<file path="src/rtl/ctr_pkg.sv">
package ctr_pkg;

    localparam int NCH = 2;

    typedef enum logic {
        SYS_MODE0 = 1'b0,
        SYS_MODE1 = 1'b1
    } sys_mode_e;

    typedef enum logic {
        FLAG_IDLE = 1'b0,
        FLAG_HELD = 1'b1
    } flag_state_e;

    typedef enum logic [2:0] {
        ACT_HOLD,
        ACT_CLEAR,
        ACT_LOAD,
        ACT_WRITE,
        ACT_UP,
        ACT_DOWN
    } ctr_act_e;

    typedef enum logic [1:0] {
        XA_EQ     = 2'd0,
        XA_EQ_OR  = 2'd1,
        XA_STICKY = 2'd2,
        XA_EQ_ALT = 2'd3
    } exta_src_e;

    typedef enum logic [1:0] {
        XB_EQ     = 2'd0,
        XB_ABN    = 2'd1,
        XB_STICKY = 2'd2,
        XB_EQ_ALT = 2'd3
    } extb_src_e;

endpackage

</file>
<file path="src/rtl/ctr_core.sv">
module ctr_core
    import ctr_pkg::*;
#(
    parameter int W = 24
) (
    input  logic         clk,
    input  logic         arst_n,
    input  logic         clr_sync,
    input  logic         load_go,
    input  logic [W-1:0] pre_val,
    input  logic         wr_go,
    input  logic [W-1:0] wr_val,
    input  logic         up,
    input  logic         dn,
    output logic [W-1:0] count
);

    ctr_act_e act;

    // Action priority: clear, load, write, then count strobes
    always_comb begin
        if (clr_sync)        act = ACT_CLEAR;
        else if (load_go)    act = ACT_LOAD;
        else if (wr_go)      act = ACT_WRITE;
        else if (up && !dn)  act = ACT_UP;
        else if (dn && !up)  act = ACT_DOWN;
        else                 act = ACT_HOLD;
    end

    always_ff @(posedge clk or negedge arst_n) begin
        if (!arst_n) begin
            count <= '0;
        end else begin
            unique case (act)
                ACT_CLEAR: count <= '0;
                ACT_LOAD:  count <= pre_val;
                ACT_WRITE: count <= wr_val;
                ACT_UP:    count <= count + W'(1);
                ACT_DOWN:  count <= count - W'(1);
                ACT_HOLD:  count <= count;
                default:   count <= count;
            endcase
        end
    end

endmodule

</file>
<file path="src/rtl/ctr_capture.sv">
module ctr_capture #(
    parameter int W = 24
) (
    input  logic         clk,
    input  logic         rst_n,
    input  logic         load_stb,
    input  logic         snap_stb,
    input  logic [W-1:0] count,
    output logic         load_pend,
    output logic [W-1:0] snap_q
);

    // Falling-edge sampling of the transfer strobes; the count is stable here
    always_ff @(negedge clk or negedge rst_n) begin
        if (!rst_n) begin
            load_pend <= 1'b0;
            snap_q    <= '0;
        end else begin
            load_pend <= load_stb;
            if (snap_stb) begin
                snap_q <= count;
            end
        end
    end

endmodule

</file>
<file path="src/rtl/ctr_match.sv">
module ctr_match
    import ctr_pkg::*;
#(
    parameter int W = 24
) (
    input  logic         clk,
    input  logic         rst_n,
    input  logic         en,
    input  logic [W-1:0] count,
    input  logic [W-1:0] ref_val,
    input  logic         ack,
    output logic         eq,
    output logic         flag
);

    flag_state_e st_q, st_d;
    logic        eq_prev;
    logic        hit_new;

    assign eq      = en && (count == ref_val);
    assign hit_new = eq && !eq_prev;

    always_ff @(posedge clk or negedge rst_n) begin
        if (!rst_n) begin
            eq_prev <= 1'b0;
            st_q    <= FLAG_IDLE;
        end else begin
            eq_prev <= eq;
            st_q    <= st_d;
        end
    end

    always_comb begin
        st_d = st_q;
        unique case (st_q)
            FLAG_IDLE: if (hit_new)         st_d = FLAG_HELD;
            FLAG_HELD: if (ack && !hit_new) st_d = FLAG_IDLE;
            default:                        st_d = FLAG_IDLE;
        endcase
    end

    assign flag = (st_q == FLAG_HELD);

endmodule

</file>
<file path="src/rtl/updown_cmp_counter.sv">
module updown_cmp_counter
    import ctr_pkg::*;
#(
    parameter int W = 24
) (
    input  logic         clk,
    input  logic         rst_n,
    input  logic         cnt_up,
    input  logic         cnt_dn,
    input  logic         clr_in,
    input  logic         clr_async_mode,
    input  logic         load_stb,
    input  logic         snap_stb,
    input  logic [W-1:0] wr_data,
    input  logic         wr_preload,
    input  logic         wr_refa,
    input  logic         wr_refb,
    input  logic         wr_count,
    input  logic         mode_wr,
    input  logic         mode_val,
    input  logic [1:0]   exta_sel,
    input  logic [1:0]   extb_sel,
    input  logic         abn_in,
    input  logic         status_rd,
    output logic [W-1:0] count_q,
    output logic [W-1:0] snap_q,
    output logic         eq_a,
    output logic         eq_b,
    output logic         ext_a,
    output logic         ext_b,
    output logic         ext_b_oe
);

    logic            arst_n;
    logic            clr_sync;
    logic            load_pend;
    logic [W-1:0]    preload_q;
    logic [W-1:0]    ref_q [NCH];
    logic [NCH-1:0]  ref_we;
    logic [NCH-1:0]  ch_en;
    logic [NCH-1:0]  eq_vec;
    logic [NCH-1:0]  flag_vec;
    sys_mode_e       mode_q, mode_d;
    exta_src_e       xa_src;
    extb_src_e       xb_src;

    assign arst_n   = rst_n & ~(clr_in & clr_async_mode);
    assign clr_sync = clr_in & ~clr_async_mode;
    assign ref_we   = {wr_refb, wr_refa};

    // System mode state register
    always_ff @(posedge clk or negedge rst_n) begin
        if (!rst_n) mode_q <= SYS_MODE0;
        else        mode_q <= mode_d;
    end

    always_comb begin
        mode_d = mode_q;
        unique case (mode_q)
            SYS_MODE0: if (mode_wr && mode_val)  mode_d = SYS_MODE1;
            SYS_MODE1: if (mode_wr && !mode_val) mode_d = SYS_MODE0;
            default:                             mode_d = SYS_MODE0;
        endcase
    end

    always_ff @(posedge clk or negedge rst_n) begin
        if (!rst_n)          preload_q <= '0;
        else if (wr_preload) preload_q <= wr_data;
    end

    ctr_core #(.W(W)) u_core (
        .clk      (clk),
        .arst_n   (arst_n),
        .clr_sync (clr_sync),
        .load_go  (load_pend),
        .pre_val  (preload_q),
        .wr_go    (wr_count),
        .wr_val   (wr_data),
        .up       (cnt_up),
        .dn       (cnt_dn),
        .count    (count_q)
    );

    ctr_capture #(.W(W)) u_cap (
        .clk       (clk),
        .rst_n     (rst_n),
        .load_stb  (load_stb),
        .snap_stb  (snap_stb),
        .count     (count_q),
        .load_pend (load_pend),
        .snap_q    (snap_q)
    );

    // Channel 0 always compares; channel 1 only in the extended mode
    always_comb begin
        ch_en    = '0;
        ch_en[0] = 1'b1;
        ch_en[1] = (mode_q == SYS_MODE1);
    end

    for (genvar g = 0; g < NCH; g++) begin : g_ch
        always_ff @(posedge clk or negedge rst_n) begin
            if (!rst_n)         ref_q[g] <= '0;
            else if (ref_we[g]) ref_q[g] <= wr_data;
        end

        ctr_match #(.W(W)) u_match (
            .clk     (clk),
            .rst_n   (rst_n),
            .en      (ch_en[g]),
            .count   (count_q),
            .ref_val (ref_q[g]),
            .ack     (status_rd),
            .eq      (eq_vec[g]),
            .flag    (flag_vec[g])
        );
    end

    assign eq_a = eq_vec[0];
    assign eq_b = eq_vec[1];

    // Output process: pin sources depend on the mode state
    always_comb begin
        xa_src   = exta_src_e'(exta_sel);
        xb_src   = extb_src_e'(extb_sel);
        ext_a    = eq_vec[0];
        ext_b    = 1'b0;
        ext_b_oe = 1'b0;
        unique case (mode_q)
            SYS_MODE0: begin
                ext_a = eq_vec[0];
            end
            SYS_MODE1: begin
                ext_b_oe = 1'b1;
                unique case (xa_src)
                    XA_EQ_OR:  ext_a = eq_vec[0] | eq_vec[1];
                    XA_STICKY: ext_a = flag_vec[0];
                    XA_EQ, XA_EQ_ALT: ext_a = eq_vec[0];
                    default:   ext_a = eq_vec[0];
                endcase
                unique case (xb_src)
                    XB_ABN:    ext_b = abn_in;
                    XB_STICKY: ext_b = flag_vec[1];
                    XB_EQ, XB_EQ_ALT: ext_b = eq_vec[1];
                    default:   ext_b = eq_vec[1];
                endcase
            end
            default: ext_a = eq_vec[0];
        endcase
    end

endmodule

</file>
<file path="config.mk">
export PLATFORM = sky130hd
export DESIGN_NAME = updown_cmp_counter
export DESIGN_NICKNAME = d
export VERILOG_FILES = /design/src/rtl/ctr_pkg.sv /design/src/rtl/ctr_core.sv /design/src/rtl/ctr_capture.sv /design/src/rtl/ctr_match.sv /design/src/rtl/updown_cmp_counter.sv
export SDC_FILE = /design/constraint.sdc
export NUM_CORES = 1
export LEC_CHECK = 0
export CORE_MARGIN = 4
export CORE_UTILIZATION = 51
export CTS_CLUSTER_DIAMETER = 40
export DETAILED_ROUTE_END_ITERATION = 8
export DONT_BUFFER_PORTS = 1
export PLACE_DENSITY = 0.66
export SKIP_CTS_REPAIR_TIMING = 1
export SLEW_MARGIN = 5
export SYNTH_ARGS = -nofsm -noshare
export SYNTH_HDL_FRONTEND = slang
export SYNTH_SLANG_ARGS = --single-unit
</file>
<file path="constraint.sdc">
create_clock -name clk -period 6.2 [get_ports clk]
set_input_delay 1.55 -clock clk [delete_from_list [all_inputs] [get_ports clk]]
set_output_delay 1.55 -clock clk [all_outputs]
set_load 0.1 [all_outputs]
</file>
==> flow_metrics.tcl <==
set metrics [dict create \
    avgViaCountPerCell 6.63 \
    rsz0062_at_grt "false" \
    clockBufferDepth 2 \
    dp_hpwl_um 14500 \
    synthCells 662 \
    final_cell_mix "dfrtp_1, mux2_2, buf_4, xnor2_1, nand3_1" \
    syn_nets 713 \
    ys_seq_area_share_pct 44.6 \
    cp_data_required_time_ps 4650 \
    cts_root_buffer "clkbuf_16" \
    die_width_um 126 \
    areaGrowthSynthToFinish_pct 13.1 \
    grt_max_degree 104 \
    p_clk_share_pct 32.5 \
    drt_iter0_drc 647 \
    end_kind "primary output" \
    layout_commonest_cell "dfrtp_1" \
    relSlewSlack_pct 25.7 \
    antenna_cells 0 \
    p_leak_uw 0.00337 \
    placed_cells 822 \
    ioPinCount 97 \
    skew_ps 29.2 \
    cap_violations 0 \
    ir_worst_vdd_uv 235 \
    finalHoldViolCount 0 \
    vias 5661 \
    min_path_type "reg -> reg" \
    cp_max_fo 2 \
    switching_share_pct 42.8 \
    fp.coreArea_um2 13400 \
    max_slew.worst_pin.slew_ps 1110 \
    crit_type "reg -> out" \
    synth_top_area_share_pct 35.7 \
    yosysWarnings 0 \
    grt_pass1_wl_um 33300 \
    io_buffers 0 \
    synth_area_leaders "dfrtp_1, mux2_2, dfrtn_1" \
    seqPwrFrac_pct 42.7 \
    gr-usage-met1_pct 35.5 \
    stdcell_count 854 \
    yosysTopAreaCell "dfrtp_1" \
    drt-total-wl_um 21100 \
    cts_buffers 17 \
    die_area_um2 15800 \
    fin_setup_tns_ps 0 \
    antenna_found_initial 0 \
    combPwrFrac_pct 24.8 \
    cts_tree "yes" \
    die_y_um 126 \
    p_int_uw 1790 \
    overflow 0 \
    clk_latency_ps 430 \
    cp_data_arrival_time_ps 4490 \
    p_switching_uw 1340 \
    groute.usage.overall_pct 27.2 \
    grt_pass1_vias 5735 \
    finalNetCount 716 \
    busiest_layer "met2" \
    synth_seq_cells 126 \
    cts.sinks 126 \
    synth_area_per_cell_um2 10.7 \
    route.detailed.drc 0 \
    drv_slew 0 \
    synth-edff-count 0 \
    drt.antenna.violating_nets 0 \
    drt-pass1-iter-count 8 \
    syn_area_um2 7080 \
    use_met2_pct 42.8 \
    ys.flop_type "dfrtp_1" \
    start_util_pct 52.8 \
    drive_above_1_share_pct 27.3 \
    start_kind "flop" \
    setup_violations 0 \
    use_met3_pct 8.34 \
    synthArstFlopShare_pct 100 \
    clk_pin_slew_ps 60 \
    fp-row-count 42 \
    synth.distinct_cells 66 \
    cts_max_level 4 \
    power.density_nw_per_um2 390 \
    wl_per_cell_um 24.7 \
    outcome "complete, no violations" \
    place.gp.congestion 0.928 \
]
==> cell type report <==
| class | count | area [µm²] |
|---|---|---|
| clock buffers | 17 | 425 |
| clock inverters | 15 | 176 |
| fillers | 1136 | 5400 |
| inverters | 21 | 78.8 |
| multi-input cells | 461 | 3670 |
| flip-flops and latches | 126 | 3150 |
| well taps | 176 | 220 |
| repair buffers | 38 | 285 |
==> through the flow <==
| step | utilization (%) | total power, µW | hold WS, ps | setup WS (ps) | cell area (µm²) |
|---|---|---|---|---|---|
| CTS | 59.7 | 3130 | 427 | 136 | 8010 |
| detailed placement | 55.2 | 2110 | 419 | 342 | 7400 |
| global placement | 55.2 | 2100 | 403 | 421 | 7400 |
| floorplan | - | 1920 | 399 | 143 | 7100 |
| global route | 59.7 | 3240 | 452 | 53.2 | 8010 |
| finish | 59.7 | 3120 | 426 | 156 | 8010 |
==> kinds of logic after synthesis <==
kind of cell / after synthesis / synth area share (%)
buffers and inverters: 75 / 4.21
AND/OR/NAND/NOR: 175 / 14.1
multiplexers: 100 / 15.9
AO/OA/AOI/OAI: 127 / 13.6
adder cells (fa/ha/maj): 7 / 1.24
flip-flops: 126 / 44.6
XOR/XNOR: 52 / 6.44
==> worst paths after layout <==
kind,start,to,slack [ps],cells after the start
worst max-delay path,u_cap.snap_q[12],snap_q[12],160,0
worst min-delay path,g_ch[1].u_match.eq_prev,g_ch[1].u_match.flag,430,1
worst max register to register,u_cap.load_pend,u_core.count[18],290,10
worst min register to register,g_ch[1].u_match.eq_prev,g_ch[1].u_match.flag,430,1
max in group asynchronous,rst_n,u_cap.snap_q[2],2130,0
min in group asynchronous,rst_n,ref_q[46],820,0
==> power by group through the flow <==
stage / Combinational (µW) / Clock [µW] / Sequential [µW]
global placement: 757 / 0 / 1340
CTS: 770 / 1030 / 1330
detailed placement: 765 / 0 / 1350
global route: 816 / 1080 / 1350
finish: 774 / 1010 / 1330
floorplan: 395 / 0 / 1520
==> flip-flops by register name, summed over array words and instances, names as in the netlist, named ones only <==
signal	cells
u_cap.snap_q	24
g_ch.u_match.eq_prev	2
preload_q	24
ref_q	48
u_cap.load_pend	1
g_ch.u_match.flag	2
u_core.count	24
==> synth_stat cells (all sizes together) (8+ instances only) <==
| cell | number |
|---|---|
| nor3 | 15 |
| a222oi | 11 |
| xnor2 | 28 |
| a21oi | 17 |
| nand3 | 27 |
| a211oi | 8 |
| clkbuf | 36 |
| inv | 21 |
| nand4 | 16 |
| or3 | 9 |
| mux2 | 97 |
| nor4 | 20 |
| dfrtp | 101 |
| buf | 18 |
| o21ai | 15 |
| nor2 | 25 |
| dfrtn | 25 |
| a22oi | 8 |
| xor2 | 24 |
| nand2 | 24 |
| a21o | 9 |
==> routing by layer <==
metal / vias to the layer above / share of wire, %
met1: 2827 / 41
met4: 0 / 3.0
met5: - / 0
li1: 2491 / -
met3: 45 / 9.0
met2: 298 / 47
Note: power is estimated with default switching activity, not from simulation.
